==> src/rtl/startreq_pkg.sv <==
package startreq_pkg;

   // Upper bound on any stage count, keeps elaborated chains small.
   localparam int unsigned SREQ_STAGE_CEIL = 64;

   function automatic bit sreq_depth_ok(input int n, input int lo);
      return (n >= lo) && (n <= int'(SREQ_STAGE_CEIL));
   endfunction

endpackage

==> src/rtl/sreq_sync.sv <==
module sreq_sync
   import startreq_pkg::*;
#(
   parameter int STAGES = 2
) (
   input  logic clk,
   input  logic rst_n,
   input  logic async_in,
   output logic sync_out
);

   generate
      if (!sreq_depth_ok(STAGES, 2)) begin : g_bad_depth
         $error("sreq_sync: STAGES must lie in 2..%0d", SREQ_STAGE_CEIL);
      end
   endgenerate

   logic [STAGES-1:0] ff_q;

   always_ff @(posedge clk or negedge rst_n) begin
      if (!rst_n) begin
         ff_q <= '0;
      end else begin
         ff_q[0] <= async_in;
         for (int i = 1; i < STAGES; i++) begin
            ff_q[i] <= ff_q[i-1];
         end
      end
   end

   assign sync_out = ff_q[STAGES-1];

endmodule

==> src/rtl/sreq_latch.sv <==
module sreq_latch
   import startreq_pkg::*;
#(
   parameter int CLEAR_LAG = 1
) (
   input  logic clk,
   input  logic rst_n,
   input  logic req_set,
   input  logic conv_eoc,
   input  logic pulse_issued,
   output logic latch_q,
   output logic clr_now,
   output logic latch_feed
);

   generate
      if (!sreq_depth_ok(CLEAR_LAG, 1)) begin : g_bad_lag
         $error("sreq_latch: CLEAR_LAG must lie in 1..%0d", SREQ_STAGE_CEIL);
      end
   endgenerate

   // Armed from the issued pulse until the converter is seen busy.
   logic arm_q;
   logic busy_seen;
   logic [CLEAR_LAG-1:0] lag_q;

   assign busy_seen = arm_q & ~conv_eoc;

   always_ff @(posedge clk or negedge rst_n) begin
      if (!rst_n) begin
         arm_q <= 1'b0;
      end else begin
         arm_q <= pulse_issued | (arm_q & conv_eoc);
      end
   end

   always_ff @(posedge clk or negedge rst_n) begin
      if (!rst_n) begin
         lag_q <= '0;
      end else begin
         lag_q[0] <= busy_seen;
         for (int i = 1; i < CLEAR_LAG; i++) begin
            lag_q[i] <= lag_q[i-1];
         end
      end
   end

   assign clr_now = lag_q[CLEAR_LAG-1];

   // Set dominates clear.
   always_ff @(posedge clk or negedge rst_n) begin
      if (!rst_n) begin
         latch_q <= 1'b0;
      end else begin
         latch_q <= req_set | (latch_q & ~clr_now);
      end
   end

   // A clear cycle always shows as a gap in the delay line.
   assign latch_feed = latch_q & ~clr_now;

endmodule

==> src/rtl/sreq_pulse.sv <==
module sreq_pulse
   import startreq_pkg::*;
#(
   parameter int DEPTH = 4
) (
   input  logic clk,
   input  logic rst_n,
   input  logic level_in,
   output logic delayed,
   output logic pulse
);

   generate
      if (!sreq_depth_ok(DEPTH, 1)) begin : g_bad_depth
         $error("sreq_pulse: DEPTH must lie in 1..%0d", SREQ_STAGE_CEIL);
      end
   endgenerate

   logic [DEPTH-1:0] stage_q;
   logic             prev_q;

   always_ff @(posedge clk or negedge rst_n) begin
      if (!rst_n) begin
         stage_q <= '0;
         prev_q  <= 1'b0;
      end else begin
         stage_q[0] <= level_in;
         for (int i = 1; i < DEPTH; i++) begin
            stage_q[i] <= stage_q[i-1];
         end
         prev_q <= stage_q[DEPTH-1];
      end
   end

   assign delayed = stage_q[DEPTH-1];
   assign pulse   = delayed & ~prev_q;

endmodule

==> src/rtl/startreq_delay.sv <==
module startreq_delay
   import startreq_pkg::*;
#(
   parameter int SYNC_STAGES  = 2,
   parameter int DELAY_STAGES = 4,
   parameter int CLEAR_LAG    = 1
) (
   input  logic clk,
   input  logic rst_n,
   input  logic start_req,
   input  logic conv_eoc,
   output logic conv_start
);

   localparam int LATENCY = SYNC_STAGES + 1 + DELAY_STAGES;

   generate
      if (LATENCY > 3 * int'(SREQ_STAGE_CEIL)) begin : g_bad_total
         $error("startreq_delay: total latency %0d out of range", LATENCY);
      end
   endgenerate

   logic req_sync;
   logic latch_q;
   logic clr_now;
   logic latch_feed;
   logic delayed;

   sreq_sync #(.STAGES(SYNC_STAGES)) u_sync (
      .clk      (clk),
      .rst_n    (rst_n),
      .async_in (start_req),
      .sync_out (req_sync)
   );

   sreq_latch #(.CLEAR_LAG(CLEAR_LAG)) u_latch (
      .clk          (clk),
      .rst_n        (rst_n),
      .req_set      (req_sync),
      .conv_eoc     (conv_eoc),
      .pulse_issued (conv_start),
      .latch_q      (latch_q),
      .clr_now      (clr_now),
      .latch_feed   (latch_feed)
   );

   sreq_pulse #(.DEPTH(DELAY_STAGES)) u_pulse (
      .clk      (clk),
      .rst_n    (rst_n),
      .level_in (latch_feed),
      .delayed  (delayed),
      .pulse    (conv_start)
   );

endmodule

==> config.mk <==
export PLATFORM = sky130hd
export DESIGN_NAME = startreq_delay
export DESIGN_NICKNAME = d
export VERILOG_FILES = /design/src/rtl/startreq_pkg.sv /design/src/rtl/sreq_sync.sv /design/src/rtl/sreq_latch.sv /design/src/rtl/sreq_pulse.sv /design/src/rtl/startreq_delay.sv
export SDC_FILE = /design/constraint.sdc
export NUM_CORES = 1
export LEC_CHECK = 0
export ABC_CLOCK_PERIOD_IN_PS = 1000
export BUFFER_PORTS_ARGS = -buffer_cell sky130_fd_sc_hd__buf_2
export CAP_MARGIN = 5
export CORE_AREA = 2 2 39 41
export CTS_CLUSTER_SIZE = 16
export DETAILED_ROUTE_END_ITERATION = 6
export DIE_AREA = 0 0 41 43
export PLACE_DENSITY = 0.47
export SETUP_SLACK_MARGIN = 0.5
export SYNTH_ARGS = -nofsm -noshare
export SYNTH_HDL_FRONTEND = slang
export SYNTH_SLANG_ARGS = --single-unit
==> constraint.sdc <==
create_clock -name clk -period 1 [get_ports clk]
set_clock_uncertainty 0.1 [all_clocks]
set_input_delay 0.15 -clock clk [delete_from_list [all_inputs] [get_ports clk]]
set_output_delay 0.15 -clock clk [all_outputs]
set_load 0.02 [all_outputs]
* After elaboration in Yosys (flattened, before gate mapping) *
Index checks and enable logic that the tools add are counted.

cells by class
  bitwise logic cells = 9

operators with widths
  kind         count
  $and 1x1->1  4
  $not 1->1    3
  $or 1x1->1   2

storage, ports and cells
  output and inout bits = 1
  logic and storage cells = 15
  register bits after elaboration = 10

* Longest topological paths before layout *
Gate-level depths: netlist of the first run.

  word-level depth = 3
  depth in mapped cells = 2
  gate-level depth less buffers = 2

* Hierarchy *
Synthesis of the first run repeated with hierarchy kept, for this count alone.

unflattened totals
  cells, all modules = 15
  area, all modules = 297.8 µm²

by module, submodules not included
  module      area each (µm²)  times used  sequential area each (µm²)  cells an instance
  sreq_pulse  138.9            1           125.1                       6
  sreq_latch  108.9            1           75.1                        7
  sreq_sync   50.0             1           50.0                        2

* Worst setup path after synthesis of the first run *
OpenSTA, ideal clock, no wires.

  path type = flip-flop to flip-flop
  from = register u_latch.latch_q
  to = register u_latch.latch_q
  setup slack = 0.138 ns
  stages on the path, launching flop included = 3
  clock period less this slack = 0.862 ns
  arrival = 0.637 ns
  path buffers = 0
  library setup time = 0.124 ns
  required time = 0.776 ns
  cells stage by stage = dfrtp_1 > nor2b_4 > or2_1

between the ends
  word-level cells in the longest chain between the ends = 2

RTL lines
  item                    line                  RTL
  start, declared         sreq_latch.sv:11      output logic latch_q,
  start signal, assigned  sreq_latch.sv:55      latch_q <= req_set | (latch_q & ~clr_now);
  $and 1x1->1             n/a
  named net latch_feed    startreq_delay.sv:26  logic latch_feed;
  $or 1x1->1              sreq_latch.sv:55

The timed path passes the listed nets, and every way through them passes these cells.

* Final worst setup path of the first run *
  from = register u_pulse.prev_q
  to = output conv_start

between the ends
  word-level cells in the longest chain between the ends = 2

RTL lines
  item                    line                  RTL
  start, declared         sreq_pulse.sv:20      logic prev_q;
  start signal, assigned  sreq_pulse.sv:31      prev_q <= stage_q[DEPTH-1];
  $not 1->1               sreq_pulse.sv:36      assign pulse = delayed & ~prev_q;
  $and 1x1->1             sreq_pulse.sv:36
  end, declared           startreq_delay.sv:12  output logic conv_start

Every way passes these cells.

==> flow_summary_export.csv, run 1 <==
group,metric,value,unit
status,status,"complete, but fails checks",
status,violations,"hold timing, setup timing",
floorplan,initial_core_util,21.52,%
cells_and_area,fin_area,414.1,um2
critical_path,critPathMaxFanout,2,
drt,ant_nets,0,
timing,fin_crit_sh,114.4,%
drt,via_count,143,
power_and_ir_drop,powerDensity,2838,nW/um2
cells_and_area,layout-area-overhead-vs-synth,39.08,%
cells_and_area,n_antenna_cell,0,
synth,syn_inst,15,
timing,timing.final.ws_setup,-0.1440,ns
timing,rsz0062_at_grt,"yes",
timing,final_hold_viol_count,12,
clocking,clkTransAtPathRegs,0.06,ns
global_route,top_usage_layer,"met2",
placed_design,io_buffers,4,
synth,synth_seq_area_share,84.03,%
cells_and_area,drive_above_1_share,53.85,%
floorplan,fp.dieArea,1763,um2
timing,worst_pin_slew,0.2094,ns
critical_path,required,0.75,ns
placed_design,place.gp.congestion,0.5362,
synth,synth_area,297.8,um2
global_route,use_met3,4.712,%
timing,slew_viol_final,0,
critical_path,path_cells,"nor2b_4, buf_6",
clocking,htreeDepth,1,
critical_path,end_kind,"output pin",
clocking,cts_root_buffer,"clkbuf_4",
clocking,cts.sinks,10,
floorplan,fp.dieW,41,um
power_and_ir_drop,p_leak,0.2015,nW
timing,hold_ws,-0.3670,ns
cells_and_area,stdcell_count,42,
clocking,clock_path_buffers,2,
global_route,grt_pass1_wl,717,um
timing,setup_violations,1,
placed_design,place_inst,35,
drt,drtPass1Iterations,1,
global_route,grt_max_degree,11,
global_route,use_met2,8.125,%
critical_path,critPathBufInv,1,
critical_path,startpoint_type,"register",
synth,yosysWarnings,0,
synth,syn_nets,19,
synth,ys_types,5,
timing,fmax,874.1,MHz
global_route,grt_use_met1,7.692,%
clocking,cts_tree,"built",
global_route,antenna_found_initial,0,
drt,wire_per_inst,8.786,um
synth,ys_ff_latch,10,
cells_and_area,mostFrequentLayoutCell,"dfrtp_1",
timing,fin_crit,1.144,ns
synth,syn_area_per_cell,19.85,um2
drt,totalWireLength,369,um
timing,max-slew-margin-rel,86.04,%
drt,via_per_inst,3.405,
global_route,grt_use_total,6.809,%
worst_hold_path,hold_class,"primary input to async pin",
global_route,grt_overflow,0,
clocking,numCtsBuffers,3,
critical_path,critPathSlowestCell,"dfrtp_1",
drt,drcViolationCount,0,
power_and_ir_drop,peakVddDrop,0.6517,mV
clocking,clk_latency,0.26,ns
floorplan,rows,14,
cells_and_area,most-common-layout-cells,"dfrtp_1 (10), nor2b_4 (3), clkbuf_4 (3), buf_2 (3)",
critical_path,worst_ep_arrival_time,0.89,ns
floorplan,io_pins,5,
job,cap_violations,0,
cells_and_area,fin_nets,31,
critical_path,critPathKind,"register to output pin",
drt,initialDrtViolationCount,0,
critical_path,cp_slowest_stage_delay,0.39,ns
floorplan,fp.coreArea,1384,um2
floorplan,die_h,43,um
global_route,grt_pass1_vias,182,
critical_path,cpLargestDelayFamily,"flip-flops",
placed_design,dpl_cell_area,337.8,um2
==> kinds of logic after synthesis <==
family	share of synthesized area (%)
simple gates	13.45
flops	84.03
compound gates	2.522
==> sequential cells by signal, indices dropped and copies added, names as in the netlist <==
signal,flops
u_sync.ff_q,2
u_latch.latch_q,1
u_latch.clr_now,1
u_pulse.stage_q,4
u_pulse.prev_q,1
u_latch.arm_q,1
==> where the power goes <==
group	internal (mW)	total (mW)	switching, mW
Combinational	0.174	0.251	0.0773
Sequential	0.524	0.576	0.0517
Clock	0.221	0.348	0.127
Total	0.919	1.18	0.256
==> per-stage QoR <==
step	setup TNS [ns]	util, %	power, mW	setup WS (ns)
after floorplan	0	-	0.6735	0.1384
after global placement	0	24.41	0.7170	0.1008
after detailed placement	0	24.41	0.7287	0.09020
after CTS	-0.1633	29.39	1.185	-0.1633
after global routing	-0.2052	29.93	1.265	-0.1895
final	-0.1440	29.93	1.175	-0.1440
==> layer usage <==
| metal | share of wire, % | wire length (um) |
|---|---|---|
| met5 | 0 | 0 |
| met1 | 41 | 153 |
| met4 | 0 | 0 |
| met2 | 47 | 173 |
| met3 | 11 | 41 |
==> cells in the mapped netlist (all sizes together) <==
cell   instances  area (um2)
dfrtp         10       250.2
or2            1       6.260
nor2b          3       33.79
a21o           1       7.510
==> what timing repair did <==
action,4_1_cts,5_1_grt
setup endpoints to repair,10,10
gates resized for setup,3,2
hold endpoints to repair,12,12
setup buffers,3,0
==> final timing paths <==
check	start	end	slack, ns	cells after the start
max	u_pulse.prev_q$_DFF_PN0_	conv_start	-0.14	2
min	rst_n	u_latch.latch_q$_DFF_PN0_	-0.37	1
max reg2reg	u_pulse.stage_q[3]$_DFF_PN0_	u_latch.arm_q$_DFF_PN0_	0.03	3
min reg2reg	u_pulse.stage_q[1]$_DFF_PN0_	u_pulse.stage_q[2]$_DFF_PN0_	0.25	0
max in group asynchronous	rst_n	u_sync.ff_q[0]$_DFF_PN0_	0.99	1
min in group clk	start_req	u_sync.ff_q[0]$_DFF_PN0_	-0.10	1
==> worst reg2reg max path: stages, from the launching register on <==
cell and delay [ns]:
dfrtp_1 0.37, nor2b_4 0.13, buf_4 0.12, a21o_1 0.14
==> final cells by class <==
cell class                      count  area (um2)
Sequential cell                    10       250.2
Multi-Input combinational cell      5       55.05
Timing Repair Buffer                7       52.55
Fill cell                         145       969.7
Clock buffer                        4       36.28
Tap cell                           16       20.02
Power figures use the tool's default switching activity.
==> run 2, diff against run 1 <==
Settings changed: ABC_CLOCK_PERIOD_IN_PS 1000 to 1150, MAX_ROUTING_LAYER set to met4, SETUP_SLACK_MARGIN 0.5 to 0.2.
Clock period 1 ns to 1.15 ns, I/O delays scaled along.
==> run 2 against run 1 <==
Compared with the run above:
- core utilization grew 0.81 points
- wire length increased by 0.27%
- largest power group unchanged
- the flow finishes with violations (setup timing)
- clock-buffer cell count stayed put
- worst setup slack better by 0.13 ns
- worst hold slack improved by 0.56 ns
- flip-flop and latch count unchanged
- critical endpoint unchanged
- non-clock buffer count increased by 2
==> flow_summary_export.csv, run 2 (same netlist as run 1, synthesis figures left out) <==
group,metric,value,unit
timing,setup_violations,1,
power_and_ir_drop,combPwrFrac,18.6,%
timing,fmax,857.1,MHz
clocking,numCtsBuffers,3,
cells_and_area,layout-area-overhead-vs-synth,42.86,%
cells_and_area,fill_cells,139,
clocking,cts_root_buffer,"clkbuf_4",
cells_and_area,largest_register_ffs,4,
power_and_ir_drop,peakVddDrop,0.5797,mV
critical_path,critPathBufInv,1,
critical_path,path_cells,"nor2b_4, buf_6",
power_and_ir_drop,p_leak,0.2046,nW
power_and_ir_drop,finalPower,982.8,uW
power_and_ir_drop,switching_share,21.84,%
drt,via_per_inst,3.341,
job,cap_violations,0,
power_and_ir_drop,powerDensity,2310,nW/um2
drt,wire_per_inst,8.409,um
global_route,grt_pass1_vias,179,
timing,rsz0062_at_grt,"yes",
critical_path,worst_ep_arrival_time,0.89,ns
drt,initialDrtViolationCount,0,
critical_path,startpoint_type,"register",
cells_and_area,n_antenna_cell,0,
global_route,grt_overflow,0,
status,violations,"setup timing",
clocking,clk_latency,0.26,ns
cells_and_area,fin_nets,33,
cells_and_area,fin_area,425.4,um2
timing,slew_viol_final,0,
global_route,grt_use_total,6.875,%
floorplan,rows,14,
cells_and_area,mostFrequentLayoutCell,"dfrtp_1",
critical_path,critPathKind,"register to output pin",
power_and_ir_drop,share_seq_of_total_power,50.6,%
global_route,grt_pass1_wl,710,um
floorplan,io_pins,5,
clocking,clock_path_buffers,2,
timing,fin_crit_sh,101.5,%
cells_and_area,fin_util,30.74,%
cells_and_area,drive_above_1_share,42.86,%
power_and_ir_drop,power_switching,214.6,uW
global_route,grt_max_degree,11,
floorplan,fp.coreArea,1384,um2
floorplan,fp.dieArea,1763,um2
drt,drcViolationCount,0,
drt,totalWireLength,370,um
timing,max-slew-margin-rel,86.03,%
placed_design,dpl_cell_area,337.8,um2
placed_design,io_buffers,4,
critical_path,cp_slowest_stage_delay,0.39,ns
floorplan,initial_core_util,21.52,%
clocking,htreeDepth,1,
timing,fin_crit,1.167,ns
status,status,"complete, but fails checks",
power_and_ir_drop,p_int,768.2,uW
floorplan,die_h,43,um
critical_path,cpLargestDelayFamily,"flip-flops",
cells_and_area,regMostFlops,"u_pulse.stage_q",
critical_path,end_kind,"output pin",
placed_design,place.gp.congestion,0.5376,
timing,worst_pin_slew,0.2096,ns
timing,final_hold_viol_count,0,
critical_path,critPathSlowestCell,"dfrtp_1",
global_route,antenna_found_initial,0,
power_and_ir_drop,p_clk_share,30.8,%
clocking,cts.sinks,10,
cells_and_area,top_regs,"u_pulse.stage_q (4), u_sync.ff_q (2)",
worst_hold_path,hold_class,"primary input to async pin",
clocking,clkTransAtPathRegs,0.06,ns
critical_path,required,0.88,ns
cells_and_area,most-common-layout-cells,"dfrtp_1 (10), clkbuf_4 (3), dlygate4sd3_1 (3), buf_2 (3)",
clocking,cts_tree,"built",
floorplan,fp.dieW,41,um
critical_path,critPathMaxFanout,2,
drt,via_count,147,
drt,drtPass1Iterations,1,
drt,ant_nets,0,
timing,timing.final.ws_setup,-0.01675,ns
==> run 2: final timing paths <==
path	from	to	slack [ns]	cells past startpoint
min in group clk	u_pulse.stage_q[1]$_DFF_PN0_	u_pulse.stage_q[2]$_DFF_PN0_	0.25	0
worst max-delay path	u_pulse.prev_q$_DFF_PN0_	conv_start	-0.02	2
worst min register to register	u_pulse.stage_q[1]$_DFF_PN0_	u_pulse.stage_q[2]$_DFF_PN0_	0.25	0
worst max register to register	u_pulse.stage_q[3]$_DFF_PN0_	u_latch.arm_q$_DFF_PN0_	0.18	3
max in group asynchronous	rst_n	u_sync.ff_q[0]$_DFF_PN0_	0.58	2
worst min-delay path	rst_n	u_latch.latch_q$_DFF_PN0_	0.19	2
==> run 2: through the flow <==
| step | hold WS [ns] | setup WS [ns] | TNS, ns | cells |
|---|---|---|---|---|
| 2_1_floorplan | -0.2231 | 0.2884 | 0 | 15 |
| 3_3_place_gp | -0.06927 | 0.2283 | 0 | 35 |
| 3_5_place_dp | -0.06144 | 0.2177 | 0 | 35 |
| 4_1_cts | 0.1970 | -0.03576 | -0.03576 | 44 |
| 5_1_grt | 0.2054 | -0.06203 | -0.06203 | 44 |
| 6_report | 0.1927 | -0.01675 | -0.01675 | 44 |
==> run 2: layout make-up <==
type	count	area, um2	area share [%]
clock buffers	4	36.28	8.529
multi-input cells	5	47.55	11.18
flip-flops and latches	10	250.2	58.82
well taps	16	20.02	4.706
repair buffers	9	71.32	16.76
==> run 2: routing by layer <==
layer  vias up  wire [um]  global-route usage, %
met3         0         31                  4.712
met2         5        174                  8.125
met4         0          0                  6.000
met5         -          0                      -
li1         71          -                      -
met1        71        165                  7.358
==> run 2: what timing repair did <==
item                                    4_1_cts  5_1_grt
buffers inserted                              2        0
endpoints found under the hold margin        12        0
endpoints found under the setup margin        1        2
hold buffers                                  3        0
resized for setup                             2        0
gates cloned                                  0        0
==> run 2: power by group through the flow <==
stage | Combinational [mW] | Sequential (mW) | Clock, mW
after CTS | 0.188 | 0.500 | 0.320
after detailed placement | 0.124 | 0.509 | 0
after global routing | 0.199 | 0.515 | 0.349
after floorplan | 0.0895 | 0.496 | 0
after global placement | 0.120 | 0.503 | 0
final | 0.183 | 0.498 | 0.302
==> run 3, diff against run 2 <==
--- a/config.mk
+++ b/config.mk
@@ -15,3 +15,3 @@
 export MAX_ROUTING_LAYER = met4
-export PLACE_DENSITY = 0.47
+export PLACE_DENSITY_LB_ADDON = 0.05
 export SETUP_SLACK_MARGIN = 0.2
==> constraint.sdc (replaced) <==
create_clock -name clk -period 1.15 [get_ports clk]
set_clock_uncertainty 0.1 [all_clocks]
set_input_delay 0.0575 -clock clk [delete_from_list [all_inputs] [get_ports clk]]
set_output_delay 0.0575 -clock clk [all_outputs]
set_load 0.02 [all_outputs]
==> run 3 against run 2 <==
Compared with the run above:
- the flow now finishes without violations
- sequential power is 0.8% higher
- largest power group unchanged
- worst setup slack better by 0.10 ns
- cell area is 6.8% lower
- critical path depth stayed put
- combinational power is 20% lower
- clock power is 27% lower
- flip-flop and latch count stayed put
- worst hold slack worse by 0.10 ns
- global-route usage is 0.10 points higher
- wire length is 12% higher
- core utilization is 2.1 points lower
- sequential share of layout area is 4.3 points higher
==> flow_summary_export.csv, run 3 (same netlist as run 1, synthesis figures left out) <==
group,metric,value,unit
drt,drcViolationCount,0,
global_route,grt_pass1_wl,717,um
cells_and_area,fin_nets,31,
placed_design,place_inst,35,
clocking,cts_root_buffer,"clkbuf_4",
critical_path,critPathKind,"register to output pin",
power_and_ir_drop,peakVddDrop,0.6100,mV
timing,max-slew-margin-rel,85.34,%
global_route,grt_overflow,0,
floorplan,initial_core_util,21.52,%
power_and_ir_drop,powerDensity,2190,nW/um2
power_and_ir_drop,finalPower,868.5,uW
placed_design,io_buffers,4,
cells_and_area,layout-area-overhead-vs-synth,33.19,%
cells_and_area,fin_util,28.66,%
drt,wire_per_inst,10.10,um
global_route,use_met3,6.283,%
cells_and_area,largest_register_ffs,4,
drt,via_count,150,
global_route,top_usage_layer,"met2",
drt,via_per_inst,3.659,
timing,final_hold_viol_count,0,
global_route,antenna_found_initial,0,
floorplan,fp.dieW,41,um
critical_path,critPathMaxFanout,2,
clocking,numCtsBuffers,3,
clocking,cts.sinks,10,
critical_path,cp_slowest_stage_delay,0.40,ns
cells_and_area,stdcell_count,41,
timing,setup_violations,0,
critical_path,critPathBufInv,1,
cells_and_area,n_antenna_cell,0,
floorplan,fp.dieArea,1763,um2
timing,slew_viol_final,0,
critical_path,worst_ep_arrival_time,0.90,ns
critical_path,critPathSlowestCell,"dfrtp_1",
timing,fin_crit,1.062,ns
global_route,grt_max_degree,11,
clocking,htreeDepth,1,
global_route,grt_use_met1,7.023,%
timing,setup_tns,0,ns
status,status,"finished, final reports clean",
drt,initialDrtViolationCount,2,
drt,ant_nets,0,
clocking,cts_tree,"built",
cells_and_area,top_regs,"u_pulse.stage_q (4), u_sync.ff_q (2)",
cells_and_area,most-common-layout-cells,"dfrtp_1 (10), clkbuf_4 (3), dlygate4sd3_1 (3), buf_2 (3), nor2b_4 (2)",
drt,totalWireLength,414,um
critical_path,path_cells,"nor2b_4, buf_6",
worst_hold_path,hold_class,"primary input to async pin",
global_route,use_met2,8.750,%
job,cap_violations,0,
drt,drtPass1Iterations,2,
timing,rsz0062_at_grt,"yes",
floorplan,io_pins,5,
global_route,grt_pass1_vias,175,
power_and_ir_drop,p_leak,0.1877,nW
clocking,clkTransAtPathRegs,0.06,ns
timing,fmax,941.2,MHz
clocking,clk_latency,0.25,ns
cells_and_area,drive_above_1_share,36.00,%
critical_path,required,0.99,ns
floorplan,die_h,43,um
global_route,grt_use_total,6.979,%
clocking,cts_setup_buffers,0,
timing,worst_pin_slew,0.2198,ns
placed_design,place.gp.congestion,0.6234,
floorplan,fp.coreArea,1384,um2
timing,fin_crit_sh,92.39,%
critical_path,cpLargestDelayFamily,"flip-flops",
timing,timing.final.ws_setup,0.08750,ns
cells_and_area,mostFrequentLayoutCell,"dfrtp_1",
cells_and_area,regMostFlops,"u_pulse.stage_q",
clocking,clock_path_buffers,2,
placed_design,place_ws,0.2544,ns
floorplan,rows,14,
critical_path,end_kind,"output pin",
critical_path,startpoint_type,"register",
-- run 3: changes by cell type in the layout (fill, tap and decap cells not counted) --
cell	before	now
buf_4	2	0
clkbuf_8	1	0
-- run 3: power by group --
part           internal [mW]  switching [mW]  total [mW]
Sequential             0.456          0.0457       0.502
Combinational         0.0912          0.0544       0.146
Clock                  0.120           0.101       0.221
Total                  0.667           0.201       0.868
-- run 3: area by class of cell --
type | count | area (um2)
sequential | 10 | 250.2
multi-input combinational | 5 | 47.55
fill | 147 | 987.2
tap | 16 | 20.02
clock buffer | 3 | 22.52
timing repair buffer | 7 | 56.30
-- run 3: timing repair --
| action | in CTS | in global routing |
|---|---|---|
| endpoints found under the setup margin | 1 | 1 |
| endpoints found under the hold margin | 13 | 0 |
| hold buffers | 3 | 0 |
| resized for setup | 2 | 0 |
| pin swaps | 0 | 0 |
-- run 3: final timing paths --
check	cells past startpoint	endpoint	slack, ns	startpoint
setup / recovery	2	conv_start	0.09	u_pulse.prev_q$_DFF_PN0_
hold / removal	2	u_latch.arm_q$_DFF_PN0_	0.09	rst_n
setup reg to reg	2	u_latch.latch_q$_DFF_PN0_	0.26	u_latch.latch_q$_DFF_PN0_
hold reg to reg	0	u_pulse.stage_q[1]$_DFF_PN0_	0.25	u_pulse.stage_q[0]$_DFF_PN0_
max in group asynchronous	2	u_pulse.stage_q[1]$_DFF_PN0_	0.68	rst_n
min in group clk	0	u_pulse.stage_q[1]$_DFF_PN0_	0.25	u_pulse.stage_q[0]$_DFF_PN0_
-- run 3: per-layer routing --
layer | vias up | wire length [um]
met5 | - | 0
li1 | 67 | -
met4 | 0 | 0
met3 | 0 | 25
met2 | 3 | 204
met1 | 80 | 184
-- run 3: metrics by stage --
step           hold WS, ns  cell area, um2
2_1_floorplan      -0.3381           297.8
3_3_place_gp       -0.1784           337.8
3_5_place_dp       -0.1738           337.8
4_1_cts            0.08966           396.6
5_1_grt            0.09883           396.6
6_report           0.08997           396.6
